==> src/rtl/board_ctrl_pkg.sv <==
package board_ctrl_pkg;

  localparam int ADDR_W = 12;

  localparam logic [ADDR_W-1:0] OFS_CFG0 = 12'h000;
  localparam logic [ADDR_W-1:0] OFS_CFG1 = 12'h004;
  localparam logic [ADDR_W-1:0] OFS_CFG3 = 12'h00C;
  localparam logic [ADDR_W-1:0] OFS_CFG4 = 12'h010;
  localparam logic [ADDR_W-1:0] OFS_RTN  = 12'h0A0;
  localparam logic [ADDR_W-1:0] OFS_OUT  = 12'h0A4;
  localparam logic [ADDR_W-1:0] OFS_CTRL = 12'h0A8;
  localparam logic [ADDR_W-1:0] OFS_STAT = 12'h0AC;
  localparam logic [ADDR_W-1:0] OFS_DLL  = 12'h100;
  localparam logic [ADDR_W-1:0] OFS_AID  = 12'hFF8;
  localparam logic [ADDR_W-1:0] OFS_ID   = 12'hFFC;

  // channel control word layout
  localparam int CTRL_DEV_LSB  = 0;
  localparam int CTRL_DEV_W    = 12;
  localparam int CTRL_FUNC_LSB = 20;
  localparam int CTRL_FUNC_W   = 6;
  localparam int CTRL_WR_BIT   = 30;
  localparam int CTRL_GO_BIT   = 31;
  localparam logic [31:0] CTRL_KEEP  = 32'h43F0_0FFF;
  localparam logic [31:0] CTRL_RESET = 32'h0010_0000;

  localparam int DLL_MASK_LSB = 24;
  localparam int DLL_LOCK_LSB = 16;
  localparam int DLL_FIELD_W  = 8;

  typedef enum logic [3:0] {
    SEL_NONE, SEL_CFG0, SEL_CFG1, SEL_CFG3, SEL_CFG4, SEL_RTN,
    SEL_OUT, SEL_CTRL, SEL_STAT, SEL_DLL, SEL_AID, SEL_ID
  } reg_sel_e;

  typedef struct packed {
    logic [31:0] rtn;
    logic [31:0] out;
    logic [31:0] ctrl;
    logic [1:0]  stat;
  } chan_view_t;

endpackage

==> src/rtl/board_ctrl_decode.sv <==
module board_ctrl_decode
  import board_ctrl_pkg::*;
(
  input  logic [ADDR_W-1:0] paddr_i,
  output reg_sel_e          sel_o
);
  // offsets are all word aligned, so a misaligned address falls to SEL_NONE
  always_comb begin
    case (paddr_i)
      OFS_CFG0: sel_o = SEL_CFG0;
      OFS_CFG1: sel_o = SEL_CFG1;
      OFS_CFG3: sel_o = SEL_CFG3;
      OFS_CFG4: sel_o = SEL_CFG4;
      OFS_RTN:  sel_o = SEL_RTN;
      OFS_OUT:  sel_o = SEL_OUT;
      OFS_CTRL: sel_o = SEL_CTRL;
      OFS_STAT: sel_o = SEL_STAT;
      OFS_DLL:  sel_o = SEL_DLL;
      OFS_AID:  sel_o = SEL_AID;
      OFS_ID:   sel_o = SEL_ID;
      default:  sel_o = SEL_NONE;
    endcase
  end
endmodule

==> src/rtl/board_ctrl_dll.sv <==
module board_ctrl_dll
  import board_ctrl_pkg::*;
#(
  parameter int NUM_DLL = 8
) (
  input  logic               clk_i,
  input  logic               rst_ni,
  input  logic               wr_i,
  input  logic [NUM_DLL-1:0] mask_wdata_i,
  input  logic [NUM_DLL-1:0] locked_i,
  output logic [31:0]        word_o
);
  logic [NUM_DLL-1:0] mask_q;
  logic               all_locked;

  always_ff @(posedge clk_i or negedge rst_ni) begin
    if (!rst_ni)   mask_q <= '1;
    else if (wr_i) mask_q <= mask_wdata_i;
  end

  // masked-out loops count as locked
  assign all_locked = &(locked_i | ~mask_q);

  assign word_o = {DLL_FIELD_W'(mask_q), DLL_FIELD_W'(locked_i), 15'b0, all_locked};
endmodule

==> src/rtl/board_ctrl_osc_chan.sv <==
module board_ctrl_osc_chan
  import board_ctrl_pkg::*;
#(
  parameter int                     NUM_OSC    = 3,
  parameter logic [NUM_OSC*32-1:0]  OSC_RESET  = '0,
  parameter logic [CTRL_FUNC_W-1:0] VALID_FUNC = 6'd1
) (
  input  logic                  clk_i,
  input  logic                  rst_ni,
  input  logic                  wr_out_i,
  input  logic                  wr_ctrl_i,
  input  logic [31:0]           wdata_i,
  output chan_view_t            view_o,
  output logic [NUM_OSC*32-1:0] osc_o
);
  localparam logic [CTRL_DEV_W-1:0] DEV_LIMIT = CTRL_DEV_W'(NUM_OSC);

  logic [31:0] rtn_q, out_q, ctrl_q;
  logic [1:0]  stat_q;
  logic [31:0] osc_q [NUM_OSC];
  logic [31:0] osc_sel;

  logic [CTRL_DEV_W-1:0]  req_dev;
  logic [CTRL_FUNC_W-1:0] req_func;
  logic                   req_wr, req_go, req_ok;

  assign req_dev  = wdata_i[CTRL_DEV_LSB +: CTRL_DEV_W];
  assign req_func = wdata_i[CTRL_FUNC_LSB +: CTRL_FUNC_W];
  assign req_wr   = wdata_i[CTRL_WR_BIT];
  assign req_go   = wdata_i[CTRL_GO_BIT] & wr_ctrl_i;
  assign req_ok   = (req_func == VALID_FUNC) && (req_dev < DEV_LIMIT);

  always_comb begin
    osc_sel = '0;
    for (int k = 0; k < NUM_OSC; k++)
      if (req_dev == CTRL_DEV_W'(k)) osc_sel = osc_q[k];
  end

  for (genvar g = 0; g < NUM_OSC; g++) begin : g_osc
    always_ff @(posedge clk_i or negedge rst_ni) begin
      if (!rst_ni)
        osc_q[g] <= OSC_RESET[g*32 +: 32];
      else if (req_go && req_ok && req_wr && req_dev == CTRL_DEV_W'(g))
        osc_q[g] <= out_q;
    end
    assign osc_o[g*32 +: 32] = osc_q[g];
  end

  always_ff @(posedge clk_i or negedge rst_ni) begin
    if (!rst_ni) begin
      rtn_q  <= '0;
      out_q  <= '0;
      ctrl_q <= CTRL_RESET;
      stat_q <= '0;
    end else begin
      if (wr_out_i) out_q <= wdata_i;
      if (wr_ctrl_i) begin
        ctrl_q <= wdata_i & CTRL_KEEP;
        stat_q <= req_go ? {~req_ok, 1'b1} : 2'b00;
      end
      if (req_go && req_ok && !req_wr) rtn_q <= osc_sel;
    end
  end

  assign view_o = '{rtn: rtn_q, out: out_q, ctrl: ctrl_q, stat: stat_q};
endmodule

==> src/rtl/board_ctrl_regs.sv <==
module board_ctrl_regs
  import board_ctrl_pkg::*;
#(
  parameter int                     NUM_OSC    = 3,
  parameter logic [NUM_OSC*32-1:0]  OSC_RESET  = {32'd25000000, 32'd24576000, 32'd50000000},
  parameter int                     NUM_DLL    = 8,
  parameter logic [CTRL_FUNC_W-1:0] VALID_FUNC = 6'd1,
  parameter logic [31:0]            CFG4_VAL   = 32'h0000_0000,
  parameter logic [31:0]            AID_VAL    = 32'h0000_0000,
  parameter logic [31:0]            ID_VAL     = 32'h0000_0000
) (
  input  logic                  clk_i,
  input  logic                  rst_ni,
  input  logic                  psel_i,
  input  logic                  penable_i,
  input  logic                  pwrite_i,
  input  logic [ADDR_W-1:0]     paddr_i,
  input  logic [31:0]           pwdata_i,
  output logic [31:0]           prdata_o,
  input  logic [NUM_DLL-1:0]    dll_locked_i,
  output logic [7:0]            led_o,
  output logic [NUM_OSC*32-1:0] osc_o
);
  reg_sel_e    sel;
  logic        wr_en;
  logic [31:0] cfg0_q, cfg1_q, dll_word, rdata;
  chan_view_t  chan;
  logic [1:0]  chan_stat;
  logic [31:0] chan_rtn;

  board_ctrl_decode i_decode (
    .paddr_i (paddr_i),
    .sel_o   (sel)
  );

  assign wr_en = psel_i & penable_i & pwrite_i;

  always_ff @(posedge clk_i or negedge rst_ni) begin
    if (!rst_ni) begin
      cfg0_q <= '0;
      cfg1_q <= '0;
    end else if (wr_en) begin
      if (sel == SEL_CFG0) cfg0_q <= pwdata_i;
      if (sel == SEL_CFG1) cfg1_q <= pwdata_i;
    end
  end

  board_ctrl_osc_chan #(
    .NUM_OSC    (NUM_OSC),
    .OSC_RESET  (OSC_RESET),
    .VALID_FUNC (VALID_FUNC)
  ) i_chan (
    .clk_i     (clk_i),
    .rst_ni    (rst_ni),
    .wr_out_i  (wr_en && sel == SEL_OUT),
    .wr_ctrl_i (wr_en && sel == SEL_CTRL),
    .wdata_i   (pwdata_i),
    .view_o    (chan),
    .osc_o     (osc_o)
  );

  assign chan_stat = chan.stat;
  assign chan_rtn  = chan.rtn;

  board_ctrl_dll #(
    .NUM_DLL (NUM_DLL)
  ) i_dll (
    .clk_i        (clk_i),
    .rst_ni       (rst_ni),
    .wr_i         (wr_en && sel == SEL_DLL),
    .mask_wdata_i (pwdata_i[DLL_MASK_LSB +: NUM_DLL]),
    .locked_i     (dll_locked_i),
    .word_o       (dll_word)
  );

  always_comb begin
    case (sel)
      SEL_CFG0: rdata = cfg0_q;
      SEL_CFG1: rdata = cfg1_q;
      SEL_CFG4: rdata = CFG4_VAL;
      SEL_RTN:  rdata = chan.rtn;
      SEL_OUT:  rdata = chan.out;
      SEL_CTRL: rdata = chan.ctrl;
      SEL_STAT: rdata = {30'b0, chan.stat};
      SEL_DLL:  rdata = dll_word;
      SEL_AID:  rdata = AID_VAL;
      SEL_ID:   rdata = ID_VAL;
      default:  rdata = '0;
    endcase
  end

  assign prdata_o = (psel_i && !pwrite_i) ? rdata : '0;
  assign led_o    = cfg1_q[7:0];
endmodule

==> config.mk <==
export PLATFORM = sky130hd
export DESIGN_NAME = board_ctrl_regs
export DESIGN_NICKNAME = d
export VERILOG_FILES = /design/src/rtl/board_ctrl_pkg.sv /design/src/rtl/board_ctrl_decode.sv /design/src/rtl/board_ctrl_dll.sv /design/src/rtl/board_ctrl_osc_chan.sv /design/src/rtl/board_ctrl_regs.sv
export SDC_FILE = /design/constraint.sdc
export NUM_CORES = 1
export LEC_CHECK = 0
export ABC_AREA = 1
export BUFFER_PORTS_ARGS = -buffer_cell sky130_fd_sc_hd__buf_2
export CAP_MARGIN = 10
export CORE_MARGIN = 2
export CORE_UTILIZATION = 50
export DETAILED_ROUTE_END_ITERATION = 8
export PLACE_DENSITY = 0.72
export SYNTH_ARGS = -nofsm -noshare
export SYNTH_HDL_FRONTEND = slang
export SYNTH_SLANG_ARGS = --single-unit
==> constraint.sdc <==
create_clock -name clk_i -period 3.65 [get_ports clk_i]
set_clock_uncertainty 0.15 [all_clocks]
set_input_delay 0.5475 -clock clk_i [delete_from_list [all_inputs] [get_ports clk_i]]
set_output_delay 0.5475 -clock clk_i [all_outputs]
set_load 0.01 [all_outputs]
* Word-level counts from Yosys, hierarchy flattened *
Cells that the tools add are included.

cells by class
  mux-type cells = 7
  add/sub/neg operators = 0
  div/mod/pow operators = 0
  equality and inequality tests = 20
  bitwise logic cells = 6
  shift operators = 0
  reduce and logical (&&, ||, !) cells = 18
  $mul = 0
  magnitude comparators = 1

operators with widths
  operator                                                                        count
  32-bit one-hot mux with 7 select lines                                          1
  32-bit 2-to-1 mux                                                               4
  12-bit by 8-bit == test with 1-bit output (second input constant)               4
  4-bit one-hot mux with 11 select lines                                          1
  12-bit == test (second input constant)                                          2
  12-bit zero test                                                                2
  12-bit by 1-bit == test with 1-bit output (second input constant)               1
  12-bit by 2-bit == test with 1-bit output (second input constant)               1
  12-bit by 3-bit == test with 1-bit output (second input constant)               1
  12-bit by 4-bit == test with 1-bit output (second input constant)               1
  12-bit by 5-bit == test with 1-bit output (second input constant)               1
  12-bit by 9-bit == test with 1-bit output (second input constant)               1
  4-bit by 3-bit == test with 1-bit output (second input constant)                3
  12-bit by 2-bit less-than comparator with 1-bit output (second input constant)  1
  1-bit logical AND                                                               11
  4-bit == test (second input constant)                                           2
  8-bit inverter                                                                  1
  8-bit bitwise OR                                                                1
  8-bit AND reduction                                                             1
  6-bit by 1-bit == test with 1-bit output (second input constant)                1
  4-bit by 1-bit == test with 1-bit output (second input constant)                1
  4-bit by 2-bit == test with 1-bit output (second input constant)                1
  2-bit AND reduction                                                             2
  1-bit AND                                                                       3
  3 further kinds                                                                 4

storage, ports and cells
  bits in latches = 0
  output and inout bits = 136
  memory bits (writable) = 0
  word-level logic and storage cells = 62
  input port bits = 57
  register bits = 253
  memories kept = 0
  memory bits (read-only) = 0

* Logic depth before layout (Yosys ltp) *
Gate-level depths: netlist of the first run.

  depth after elaboration = 8
  mapped depth = 14
  mapped depth without buffers = 14

* Cells and area by module *
Synthesis of the first run repeated with hierarchy kept, for this count alone.

unflattened totals
  cell total of the unflattened synthesis = 1719
  area total of the unflattened synthesis = 13336.5 sq um

modules (own cells, without submodules)
  module               cells each  area an instance (sq um)  instances  seq. area each (sq um)
  board_ctrl_osc_chan  914         8084.0                    1          4569.4
  board_ctrl_regs      674         4345.4                    1          1601.5
  board_ctrl_dll       69          626.9                     1          210.2
  board_ctrl_decode    62          280.3                     1          0.0

* Worst setup path after synthesis of the first run *
No wires, ideal clock.

  path kind = input port to output port
  from = input paddr_i[11]
  to = output prdata_o[16]
  path slack = 0.994 ns
  path buffers = 1
  data arrival time = 1.959 ns
  required time = 2.952 ns
  cell stages on the path = 14
  cell sequence = nor2_1 > nand2_1 > inv_2 > nand2_1 > nand2_1 > nand2_2 > nand2_4 > nand2_2 > nor2_4 > nand2_2 > buf_2 > nor2_1 > nor2_1 > a21oi_1

between the ends
  longest elaborated chain between the ends = 5
  elaborated cells between the ends (all ways) = 21
  those cells by class = eq/ne: 17; mux: 3; reduce/logical: 1

ends and longest elaborated chain
  what                                      line                    text
  from (decl)                               board_ctrl_regs.sv:17   input logic [ADDR_W-1:0] paddr_i,
  12-bit == test (tied with other cells)    board_ctrl_decode.sv:9  case (paddr_i)
  4-bit one-hot mux with 11 select lines *  board_ctrl_decode.sv:9
  4-bit == test (tied with other cells)     board_ctrl_regs.sv:77   case (sel)
  32-bit one-hot mux with 7 select lines *  board_ctrl_regs.sv:77
  32-bit 2-to-1 mux *                       board_ctrl_regs.sv:92   assign prdata_o = (psel_i && !pwrite_i) ? rdata : '0;
  to (decl)                                 board_ctrl_regs.sv:19   output logic [31:0] prdata_o,

Mark *: on every way between the ends. The rest lies on a longest branch, timed or not.

* Worst setup path after layout of the first run *
  from = input paddr_i[8]
  to = output prdata_o[16]

Same word-level chain as after synthesis.

==> flow_metrics.env, run 1 <==
export IMPL_fin_tns_setup_ns=0
export IMPL_floorplan_rows=56
export IMPL_first_global_vias=9899
export IMPL_power_static_leakage_uw=0.00680
export IMPL_layout_common_cells="495 x sky130_fd_sc_hd__nand2_1, 213 x sky130_fd_sc_hd__dfrtp_1, 191 x sky130_fd_sc_hd__buf_2"
export IMPL_yosys_top_cells_area="sky130_fd_sc_hd__dfrtp_1 45%, sky130_fd_sc_hd__nand2_1 16%, sky130_fd_sc_hd__dfstp_2 8.9%, sky130_fd_sc_hd__o21ai_1 6.9%, sky130_fd_sc_hd__o21ai_0 4.4%"
export IMPL_detailedPlace_worstSlack_ns=0.0820
export IMPL_antenna_violations_before_repair=2
export IMPL_finalNetCount=1705
export IMPL_power_density_cell_area_mw_per_mm2=401
export IMPL_cts_sinks=253
export IMPL_synth_top_area_share_pct=45.3
export IMPL_holdCritPathClass="primary input to register"
export IMPL_remaining_drc_errors=0
export IMPL_clkTransAtPathRegs_ns=0.06
export IMPL_crit_reg2reg_launch="i_chan.osc_o[56]$_DFFE_PN1P_"
export IMPL_grt_pass1_wl_um=53600
export IMPL_final_period_minus_worst_setup_slack_ns=3.38
export IMPL_tritoncts_num_buffers=27
export IMPL_final_estimated_routing_congestion_in_global_placement=0.928
export IMPL_top_metal_layer_carrying_routed_signals="met4"
export IMPL_core_sq_mm=0.0233
export IMPL_drt_pass1_iter_count=5
export IMPL_critical_path_startpoint_type="primary input"
export IMPL_rr_worst_depth=4
export IMPL_ant_nets=0
export IMPL_cts_repair_timing_setup_buffer_count=0
export IMPL_critical_path_top_cell_by_count="sky130_fd_sc_hd__nor2_1"
export IMPL_htree_levels=1
export IMPL_start_util_pct=50.5
export IMPL_postLayoutSetupSlackWorst_ns=0.267
export IMPL_drt_iter0_markers=1038
export IMPL_grt_total_usage_pct=27.5
export IMPL_setup_viol=0
export IMPL_crit_start="paddr_i[8]"
export IMPL_wire_per_inst_um=17.2
export IMPL_postRouteWirelength_um=34200
export IMPL_worst_skew_pair_late_latency_ns=0.52
export IMPL_timing_critical_path_arrival_ns=2.69
export IMPL_rsz_0062_raised_after_global_routing="no"
export IMPL_layout_drive_gt1_share_pct=19.9
export IMPL_synth_seq_area_share_pct=54.2
export IMPL_syn_to_final_growth_pct=18.1
export IMPL_timing_critical_path_to="prdata_o[16]"
export IMPL_highest_delay_cell_along_the_critical_path="sky130_fd_sc_hd__nor2_1"
export IMPL_synth_cells=1478
export IMPL_overflow=0
export IMPL_die_y_um=157
export IMPL_slew_limit_headroom_pct=51.0
export IMPL_max_cap_violations=0
export IMPL_flop_to_flop_setup_slack_ns=2.52
export IMPL_port_buffers=192
export IMPL_critical_path_max_stage_delay_ns=0.25
export IMPL_timing_rr_end="i_chan.rtn_q[24]$_DFFE_PN0P_"
export IMPL_finalInstanceArea_sq_mm=0.0139
export IMPL_met1Wirelength_um=15900
export IMPL_cts_root_buffer_cell="sky130_fd_sc_hd__clkbuf_16"
export IMPL_hold_worst_slack_ns=0.160
export IMPL_synth_avg_cell_area_sq_um=7.97
export IMPL_wl_met3_um=2690
export IMPL_path_cells="buf_2 > nor2_1 > nand2_1 > inv_2 > nand2_1 > nor2_4 > buf_4 > nor2_1 > nand2_2 > nor2_4 > nand2_4 > nor2_1 > nor2_1 > a21oi_1 > buf_2"
export IMPL_synth_area_sq_mm=0.0118
export IMPL_synth_warning_count=0
export IMPL_crit_type="primary input to output port"
export IMPL_vias=10500
export IMPL_synth_top_cell_by_area="sky130_fd_sc_hd__dfrtp_1"
export IMPL_layout_commonest_cell="sky130_fd_sc_hd__nand2_1"
export IMPL_finalHoldViolations=0
export IMPL_wl_met2_um=14900
export IMPL_route_detailed_vias_per_inst=5.30
export IMPL_synth_distinct_cells=32
export IMPL_chipWidth_um=157
export IMPL_dp_hpwl_um=23600
export IMPL_req_time_crit_path_ns=2.95
export IMPL_max_freq_mhz=296
export IMPL_cts_max_path_buffers=3
export IMPL_total_die_area_sq_mm=0.0248
export IMPL_end_kind="output port"
export IMPL_final_min_period_over_clock_period_pct=92.7
export IMPL_power_ir_vdd_worst_mv=0.254
export IMPL_top_level_ports=193
export IMPL_timing_final_max_slew_violations=0
export IMPL_worstMarginPinSlew_ns=0.736
export IMPL_critical_path_fanouts_max=22
export IMPL_tritoncts="built"
export IMPL_grt_max_degree=95
export IMPL_result_of_the_run="finished, final reports clean"
export IMPL_placed_area_sq_mm=0.0131
export IMPL_ys_seq_elements=253
export IMPL_syn_num_nets=1535
==> critical path, delay by kind of cell <==
| family | cells | cell delay (ns) |
|---|---|---|
| simple gates | 10 | 1.40 |
| compound gates | 1 | 0.21 |
| buf+inv | 4 | 0.53 |
==> routing by layer <==
layer	global-route usage [%]	up-vias
li1	-	5068
met1	42.0	4998
met2	41.2	424
met3	3.55	52
met4	7.79	0
met5	0	-
==> metrics by stage <==
stage	utilization, %	cells	power, uW
global route	59.6	1989	5730
detailed placement	55.9	1937	3020
global placement	55.9	1937	3020
floorplan	-	1478	2900
finish	59.6	1989	5590
CTS	59.6	1987	5610
==> sequential cells by signal, summed over array words and instances, names as in the netlist <==
| register | count |
|---|---|
| cfg0_q | 32 |
| cfg1_q | 32 |
| i_chan.ctrl_q | 19 |
| i_chan.osc_o | 96 |
| i_chan.out_q | 32 |
| i_chan.rtn_q | 32 |
| i_chan.stat_q | 2 |
| i_dll.mask_q | 8 |
==> worst min path at each step <==
stage | from | end | slack (ns) | depth (start not counted)
final | pwdata_i[29] | i_dll.mask_q[5]$_DFFE_PN1P_ | 0.16 | 3
after global placement | i_chan.stat_q[0]$_DFFE_PN0N_ | i_chan.stat_q[0]$_DFFE_PN0N_ | 0.30 | 2
after global routing | pwdata_i[4] | i_chan.ctrl_q[4]$_DFFE_PN0N_ | 0.18 | 3
after detailed placement | i_chan.osc_o[53]$_DFFE_PN1P_ | i_chan.osc_o[53]$_DFFE_PN1P_ | 0.32 | 2
after floorplan | rst_ni | cfg0_q[0]$_DFFE_PN0P_ | 0.10 | 0
after CTS | pwdata_i[19] | i_chan.out_q[19]$_DFFE_PN0P_ | 0.15 | 3
==> cells in the mapped netlist <==
master                      count
sky130_fd_sc_hd__nand2_2        4
sky130_fd_sc_hd__dfstp_2       40
sky130_fd_sc_hd__inv_2         12
sky130_fd_sc_hd__inv_1        130
sky130_fd_sc_hd__nand3_2        2
sky130_fd_sc_hd__nor2_4         4
sky130_fd_sc_hd__o21ai_0      103
sky130_fd_sc_hd__buf_4         11
sky130_fd_sc_hd__buf_6          3
sky130_fd_sc_hd__nand3_4        3
sky130_fd_sc_hd__nand4_1       23
sky130_fd_sc_hd__o22ai_1        4
sky130_fd_sc_hd__o2111ai_1      1
sky130_fd_sc_hd__buf_1          2
sky130_fd_sc_hd__nor3b_2        1
sky130_fd_sc_hd__nand3_1       92
sky130_fd_sc_hd__nor3_1         2
sky130_fd_sc_hd__nor4_4         1
sky130_fd_sc_hd__clkbuf_1      35
sky130_fd_sc_hd__nor4_1         2
sky130_fd_sc_hd__nand2_1      497
sky130_fd_sc_hd__dfrtp_1      213
sky130_fd_sc_hd__o21ai_1      163
sky130_fd_sc_hd__nor3_2         1
sky130_fd_sc_hd__clkinv_1       3
sky130_fd_sc_hd__nor2_1        82
sky130_fd_sc_hd__a21oi_1       10
sky130_fd_sc_hd__nor3_4         1
sky130_fd_sc_hd__nor2_2         1
sky130_fd_sc_hd__buf_2         29
sky130_fd_sc_hd__and2_1         1
sky130_fd_sc_hd__nand2_4        2
==> timing repair <==
action,CTS,global route
endpoints found under the setup margin,0,8
hold endpoints to repair,81,0
hold buffers,1,0
resized for setup,0,2
==> power by group <==
group          internal, uW  switching [uW]  leakage [uW]
clock network          1540            1080      0.000410
logic                  39.9             118       0.00317
registers              2810            1.68       0.00322
total                  4390            1200       0.00680
==> logic make-up after synthesis <==
| logic type | after synthesis | synth area share (%) |
|---|---|---|
| flip-flops | 253 | 54.2 |
| AND/OR/NAND/NOR | 719 | 25.8 |
| AO/OA/AOI/OAI | 281 | 12.0 |
| buffers and inverters | 225 | 8.02 |
==> area by class of cell <==
class	count	area [sq um]
Clock inverter	4	45.0
Antenna cell	2	5.00
Multi-Input combinational cell	1000	4470
Tap cell	319	399
Timing Repair Buffer	221	1280
Inverter	145	544
Clock buffer	45	793
Sequential cell	253	6380
Fill cell	2151	9420
(Power assumes the default switching activity.)
==> inputs of run 2 (changes only) <==
--- a/config.mk
+++ b/config.mk
@@ -9,9 +9,8 @@
 export BUFFER_PORTS_ARGS = -buffer_cell sky130_fd_sc_hd__buf_2
 export CAP_MARGIN = 10
 export CORE_MARGIN = 2
-export CORE_UTILIZATION = 50
+export CORE_UTILIZATION = 40
 export DETAILED_ROUTE_END_ITERATION = 8
-export PLACE_DENSITY = 0.72
 export SYNTH_ARGS = -nofsm -noshare
 export SYNTH_HDL_FRONTEND = slang
 export SYNTH_SLANG_ARGS = --single-unit
==> run 2 against run 1 <==
Compared with the run above:
- sequential share of layout area shrank 0.78 points
- final cell count grew 3.5%
- setup slack gained 0.0046 ns
- via count shrank 0.69%
- first-iteration DRC count shrank 13%
- fmax grew 0.13%
- critical path depth is the same
- critical path type unchanged
==> flow_metrics.env, run 2 (same netlist as run 1, synthesis figures left out) <==
export IMPL_final_estimated_routing_congestion_in_global_placement=0.891
export IMPL_cts_max_path_buffers=3
export IMPL_critical_path_max_stage_delay_ns=0.55
export IMPL_timing_final_max_slew_violations=0
export IMPL_end_kind="output port"
export IMPL_clkTransAtPathRegs_ns=0.06
export IMPL_worst_skew_pair_late_latency_ns=0.54
export IMPL_timing_critical_path_arrival_ns=2.68
export IMPL_layout_drive_gt1_share_pct=20.6
export IMPL_layout_common_cells="495 x sky130_fd_sc_hd__nand2_1, 213 x sky130_fd_sc_hd__dfrtp_1, 191 x sky130_fd_sc_hd__buf_2"
export IMPL_remaining_drc_errors=0
export IMPL_setup_viol=0
export IMPL_final_min_period_over_clock_period_pct=92.6
export IMPL_tritoncts="built"
export IMPL_grt_total_usage_pct=23.6
export IMPL_dp_hpwl_um=25200
export IMPL_req_time_crit_path_ns=2.95
export IMPL_drt_iter0_markers=902
export IMPL_crit_type="primary input to output port"
export IMPL_holdCritPathClass="primary input to register"
export IMPL_max_freq_mhz=296
export IMPL_overflow=0
export IMPL_chipWidth_um=176
export IMPL_highest_delay_cell_along_the_critical_path="sky130_fd_sc_hd__nor2_1"
export IMPL_cts_sinks=253
export IMPL_power_ir_vdd_worst_mv=0.321
export IMPL_syn_to_final_growth_pct=20.2
export IMPL_top_level_ports=193
export IMPL_drt_pass1_iter_count=7
export IMPL_path_cells="buf_2 > nor2_1 > nand2_1 > inv_2 > nand2_1 > nor2_4 > inv_2 > nand2_4 > nor2_1 > buf_12 > nand3_1 > nand3_1 > nor2_1 > a21oi_1 > buf_2"
export IMPL_result_of_the_run="finished, final reports clean"
export IMPL_layout_commonest_cell="sky130_fd_sc_hd__nand2_1"
export IMPL_flop_to_flop_setup_slack_ns=2.51
export IMPL_antenna_violations_before_repair=3
export IMPL_core_sq_mm=0.0289
export IMPL_cts_root_buffer_cell="sky130_fd_sc_hd__clkbuf_16"
export IMPL_grt_pass1_wl_um=57100
export IMPL_port_buffers=192
export IMPL_vias=10500
export IMPL_postRouteWirelength_um=36500
export IMPL_final_core_util_pct=49.1
export IMPL_grt_max_degree=107
export IMPL_max_cap_violations=0
export IMPL_final_period_minus_worst_setup_slack_ns=3.38
export IMPL_die_y_um=176
export IMPL_total_die_area_sq_mm=0.0308
export IMPL_htree_levels=1
export IMPL_rsz_0062_raised_after_global_routing="no"
export IMPL_wire_per_inst_um=17.7
export IMPL_slew_limit_headroom_pct=41.6
export IMPL_fin_tns_setup_ns=0
export IMPL_power_static_leakage_uw=0.00688
export IMPL_tritoncts_num_buffers=28
export IMPL_route_detailed_vias_per_inst=5.08
export IMPL_finalHoldViolations=0
export IMPL_critical_path_top_cell_by_count="sky130_fd_sc_hd__nor2_1"
export IMPL_first_global_vias=9766
export IMPL_finalNetCount=1707
export IMPL_critical_path_fanouts_max=14
export IMPL_fillerInstances=2890
export IMPL_worstMarginPinSlew_ns=0.876
export IMPL_post_cts_resize_count=0
export IMPL_ant_nets=0
export IMPL_critical_path_startpoint_type="primary input"
export IMPL_floorplan_rows=62
export IMPL_power_density_cell_area_mw_per_mm2=420
export IMPL_largest_register_ffs=96
export IMPL_start_util_pct=40.8
## run 2: changes by cell type in the layout (fill, tap and decap cells not counted), sizes merged
cell	before	now
bufinv	1	4
clkinv	6	14
buf	220	221
diode	2	3
clkbuf	45	37
## run 2: timing repair
action / 4_1_cts / 5_1_grt
hold buffers: 1 / 0
endpoints found under the hold margin: 87 / 0
buffers inserted: 0 / 0
## run 2: report_power, final
part | switching (uW) | internal [uW]
clock network | 1170 | 1810
logic | 121 | 40.5
registers | 1.70 | 2810
## run 2: path summary, 6_finish.rpt
kind,to,startpoint,cells after the start
setup / recovery,prdata_o[16],paddr_i[8],15
hold / removal,i_chan.out_q[19]$_DFFE_PN0P_,pwdata_i[19],3
setup reg to reg,i_chan.rtn_q[16]$_DFFE_PN0P_,i_chan.osc_o[48]$_DFFE_PN1P_,4
hold reg to reg,i_chan.osc_o[86]$_DFFE_PN1P_,i_chan.osc_o[86]$_DFFE_PN1P_,2
max in group asynchronous,i_chan.osc_o[52]$_DFFE_PN1P_,rst_ni,3
min in group asynchronous,i_chan.out_q[3]$_DFFE_PN0P_,rst_ni,2
## run 2: layout make-up
| class | instances | area, sq um | area share [%] |
|---|---|---|---|
| sequential | 253 | 6380 | 45.1 |
| multi-input combinational | 1000 | 4460 | 31.5 |
| timing repair buffer | 222 | 1310 | 9.26 |
| clock buffer | 37 | 796 | 5.62 |
| inverter | 145 | 544 | 3.84 |
| tap | 384 | 480 | 3.39 |
| clock inverter | 15 | 175 | 1.24 |
| antenna | 3 | 7.51 | 0.0530 |
## run 2: metrics by stage
step / hold WS [ns] / instance area [sq um] / std cells / power, uW / setup slack [ns]
6_report: 0.143 / 14200 / 2059 / 5950 / 0.272
5_1_grt: 0.140 / 14200 / 2058 / 6130 / 0.143
4_1_cts: 0.128 / 14100 / 2056 / 5980 / 0.272
3_5_place_dp: 0.313 / 13200 / 2003 / 3030 / 0.280
3_3_place_gp: 0.309 / 13200 / 2003 / 3020 / 0.308
2_1_floorplan: 0.102 / 11800 / 1478 / 2900 / 0.994
## run 2: critical path, delay by kind of cell
family          cells  cell delay [ns]
buf+inv             5             0.72
compound gates      1             0.24
simple gates        9             1.15
## run 2: metal layers
metal	up-vias	GRT usage [%]	wire, um
met5	-	0	16
met4	2	7.23	891
met3	59	3.92	2420
met2	376	35.3	15900
met1	4955	35.3	17200
li1	5077	-	-
==> inputs of run 3 (changes only) <==
--- a/config.mk
+++ b/config.mk
@@ -5,12 +5,13 @@
 export SDC_FILE = /design/constraint.sdc
 export NUM_CORES = 1
 export LEC_CHECK = 0
-export ABC_AREA = 1
 export BUFFER_PORTS_ARGS = -buffer_cell sky130_fd_sc_hd__buf_2
 export CAP_MARGIN = 10
 export CORE_MARGIN = 2
 export CORE_UTILIZATION = 40
 export DETAILED_ROUTE_END_ITERATION = 8
+export SLEW_MARGIN = 20
 export SYNTH_ARGS = -nofsm -noshare
 export SYNTH_HDL_FRONTEND = slang
+export SYNTH_HIERARCHICAL = 1
 export SYNTH_SLANG_ARGS = --single-unit
==> run 3 against run 2 <==
Compared with the run above:
- the run now ends with setup timing left
- register-to-register slack worse by 0.32 ns
- hold slack worse by 0.019 ns
- clock-buffer cell count is 9 higher
- critical path depth is 1 higher
- fmax is 15% lower
- final cell count is 14% lower
- global-route usage is 0.26 points higher
- largest power group unchanged
- highest routed layer unchanged
==> flow_metrics.env, run 3 <==
export IMPL_yosysMostFrequentCell="sky130_fd_sc_hd__dfrtp_1"
export IMPL_largest_family_of_logic_cells_by_synthesized_area="multiplexers"
export IMPL_rr_worst_depth=4
export IMPL_synth_simple_area_share_pct=6.42
export IMPL_top_level_ports=193
export IMPL_highest_delay_cell_along_the_critical_path="sky130_fd_sc_hd__or4_4"
export IMPL_postLayoutSetupSlackWorst_ns=-0.320
export IMPL_grt_total_usage_pct=23.9
export IMPL_holdCritPathClass="primary input to register"
export IMPL_synth_avg_cell_area_sq_um=12.8
export IMPL_antenna_cells=0
export IMPL_timing_final_max_slew_violations=0
export IMPL_fillerInstances=2768
export IMPL_synth_seq_area_share_pct=48.6
export IMPL_critical_path_top_delay_family="buffers and inverters"
export IMPL_remaining_drc_errors=0
export IMPL_crit_type="primary input to output port"
export IMPL_wire_per_inst_um=23.9
export IMPL_start_util_pct=40.4
export IMPL_worstPathBufferInverterCount=8
export IMPL_critical_path_depth=16
export IMPL_worstMarginPinSlew_ns=0.867
export IMPL_synth_top_cell_by_area="sky130_fd_sc_hd__dfrtp_1"
export IMPL_dp_hpwl_um=27700
export IMPL_result_of_the_run="finished, violations left"
export IMPL_drt_pass1_iter_count=5
export IMPL_final_min_period_over_clock_period_pct=109
export IMPL_placed_area_sq_mm=0.0154
export IMPL_path_cells="buf_6 > or4_4 > nor4_4 > buf_4 > o2111ai_4 > o21ai_4 > buf_12 > buf_8 > nor2_4 > o21ai_2 > nand4b_1 > buf_4 > buf_8 > buf_12 > a21oi_2 > buf_2"
export IMPL_grt_pass1_wl_um=61800
export IMPL_slew_limit_headroom_pct=42.2
export IMPL_finalHoldViolations=0
export IMPL_chipWidth_um=185
export IMPL_max_cap_violations=0
export IMPL_ant_nets=0
export IMPL_synth_common_cells="213 x sky130_fd_sc_hd__dfrtp_1, 195 x sky130_fd_sc_hd__mux2_2, 90 x sky130_fd_sc_hd__mux2_4"
export IMPL_tritoncts_num_buffers=28
export IMPL_clkTransAtPathRegs_ns=0.06
export IMPL_req_time_crit_path_ns=2.95
export IMPL_postSynth_topFlopCell="sky130_fd_sc_hd__dfrtp_1"
export IMPL_ys_seq_elements=253
export IMPL_vias=9654
export IMPL_htree_levels=1
export IMPL_cts_root_buffer_cell="sky130_fd_sc_hd__clkbuf_16"
export IMPL_synth_async_reset_ratio_pct=100
export IMPL_port_buffers=192
export IMPL_layout_drive_gt1_share_pct=61.4
export IMPL_synth_enable_flop_cells=0
export IMPL_synth_area_mux_share_pct=29.0
export IMPL_drt_iter0_markers=651
export IMPL_post_synth_fa_ha_maj_area_fraction_pct=0
export IMPL_synth_top_area_share_pct=40.6
export IMPL_first_global_vias=9872
export IMPL_overflow=0
export IMPL_synth_compound_area_share_pct=9.61
export IMPL_timing_critical_path_arrival_ns=3.27
export IMPL_critical_path_max_stage_delay_ns=0.58
export IMPL_final_estimated_routing_congestion_in_global_placement=0.854
export IMPL_post_layout_total_power_uw=5940
export IMPL_violations_in_the_final_reports="setup timing"
export IMPL_grt_max_degree=101
export IMPL_holdPathStages=3
export IMPL_yosys_top_cells_area="sky130_fd_sc_hd__dfrtp_1 41%, sky130_fd_sc_hd__mux2_2 17%, sky130_fd_sc_hd__mux2_4 10%, sky130_fd_sc_hd__dfstp_2 8.0%, sky130_fd_sc_hd__a22oi_1 3.4%"
export IMPL_synth_area_sq_mm=0.0131
export IMPL_cts_max_path_buffers=3
export IMPL_power_ir_vdd_worst_mv=0.333
export IMPL_finalInstanceArea_sq_mm=0.0177
export IMPL_finalNetCount=1373
export IMPL_critical_path_startpoint_type="primary input"
export IMPL_largest_register_ffs=96
export IMPL_total_die_area_sq_mm=0.0343
export IMPL_tritoncts="built"
export IMPL_xor_and_xnor_fraction_of_the_mapped_netlist_area_pct=0
export IMPL_rsz_0062_raised_after_global_routing="yes"
export IMPL_route_detailed_vias_per_inst=5.42
export IMPL_layout_commonest_cell="sky130_fd_sc_hd__dfrtp_1"
export IMPL_flop_to_flop_setup_slack_ns=2.19
export IMPL_final_core_util_pct=54.6
export IMPL_core_sq_mm=0.0325
export IMPL_cts_sinks=253
export IMPL_end_kind="output port"
export IMPL_layout_common_cells="213 x sky130_fd_sc_hd__dfrtp_1, 186 x sky130_fd_sc_hd__mux2_4, 181 x sky130_fd_sc_hd__buf_2"
export IMPL_synth_cells=1025
export IMPL_synth_distinct_cells=57
export IMPL_worst_skew_pair_late_latency_ns=0.55
export IMPL_max_freq_mhz=252
export IMPL_synth_warning_count=6
export IMPL_floorplan_rows=66
export IMPL_power_density_cell_area_mw_per_mm2=335
export IMPL_critical_path_fanouts_max=7
export IMPL_final_period_minus_worst_setup_slack_ns=3.97
export IMPL_antenna_violations_before_repair=1
export IMPL_power_static_leakage_uw=0.00839
export IMPL_setup_viol=160
export IMPL_postRouteWirelength_um=42600
export IMPL_syn_to_final_growth_pct=35.1
export IMPL_detailedPlace_worstSlack_ns=-0.660
export IMPL_die_y_um=185
-- run 3: changes by cell type in the layout (fill, tap and decap cells not counted), moves of 45 or more --
cell and change:
sky130_fd_sc_hd__mux2_2 +103, sky130_fd_sc_hd__buf_4 +66, sky130_fd_sc_hd__nand2_1 -458, sky130_fd_sc_hd__a22oi_1 +45, sky130_fd_sc_hd__o21ai_0 -92, sky130_fd_sc_hd__nand3_1 -90
sky130_fd_sc_hd__mux2_4 +186, sky130_fd_sc_hd__inv_1 -118, sky130_fd_sc_hd__o21ai_1 -162
-- run 3: worst paths after layout --
path,start,to
worst max-delay path,paddr_i[10],prdata_o[14]
worst min-delay path,pwdata_i[26],i_dll/mask_q[2]$_DFFE_PN1P_
worst max register to register,i_chan/osc_o[29]$_DFFE_PN0P_,i_chan/rtn_q[29]$_DFFE_PN0P_
worst min register to register,i_dll/mask_q[1]$_DFFE_PN1P_,i_dll/mask_q[1]$_DFFE_PN1P_
max in group asynchronous,rst_ni,i_chan/osc_o[23]$_DFFE_PN1P_
min in group asynchronous,rst_ni,i_chan/osc_o[5]$_DFFE_PN0P_
-- run 3: layer usage --
layer | global-route usage (%) | vias up | wire (um)
met3 | 2.77 | 69 | 2590
met5 | 0 | - | 12
met4 | 4.92 | 2 | 1100
met2 | 39.0 | 319 | 20100
met1 | 34.3 | 5006 | 18800
li1 | - | 4258 | -
-- run 3: timing repair --
item	CTS	global route
endpoints found under the setup margin	47	160
pin swaps	28	45
hold endpoints to repair	90	0
hold buffers	1	0
buffers inserted	17	18
cloned	5	7
resized for setup	80	120
-- run 3: tightest hold or removal path, stage by stage --
cell and delay (ns):
sky130_fd_sc_hd__buf_2 0.13, sky130_fd_sc_hd__nand2_1 0.08, sky130_fd_sc_hd__o21ai_2 0.05
-- run 3: where the power goes --
| part | total (uW) | internal [uW] | switching (uW) | leakage [uW] |
|---|---|---|---|---|
| Sequential | 2820 | 2810 | 3.33 | 0.00338 |
| Clock | 2900 | 1740 | 1150 | 0.000473 |
| Combinational | 231 | 69.5 | 161 | 0.00454 |
-- run 3: cell families (layout without fill, tap and decap cells) --
logic type / Yosys count / count (layout)
mux: 310 / 310
buf+inv: 131 / 418
flops: 253 / 253
other cells: 2 / 28
compound gates: 175 / 175
simple gates: 154 / 154
-- run 3: cell type report --
| cell class | count | area, sq um | area share, % |
|---|---|---|---|
| multi-input cells | 667 | 6880 | 38.8 |
| inverters | 15 | 56.3 | 0.318 |
| well taps | 442 | 553 | 3.12 |
| clock buffers | 46 | 900 | 5.08 |
| repair buffers | 351 | 2890 | 16.3 |
| flip-flops and latches | 253 | 6380 | 36.0 |
| clock inverters | 6 | 57.6 | 0.325 |
-- run 3: through the flow --
| step | std cells | hold WS (ns) | setup TNS, ns |
|---|---|---|---|
| detailed placement | 1683 | 0.334 | -87.67 |
| floorplan | 1051 | 0.102 | -45.13 |
| global route | 1780 | 0.125 | -42.52 |
| global placement | 1683 | 0.325 | -77.79 |
| finish | 1780 | 0.124 | -25.52 |
| CTS | 1757 | 0.0864 | -10.93 |
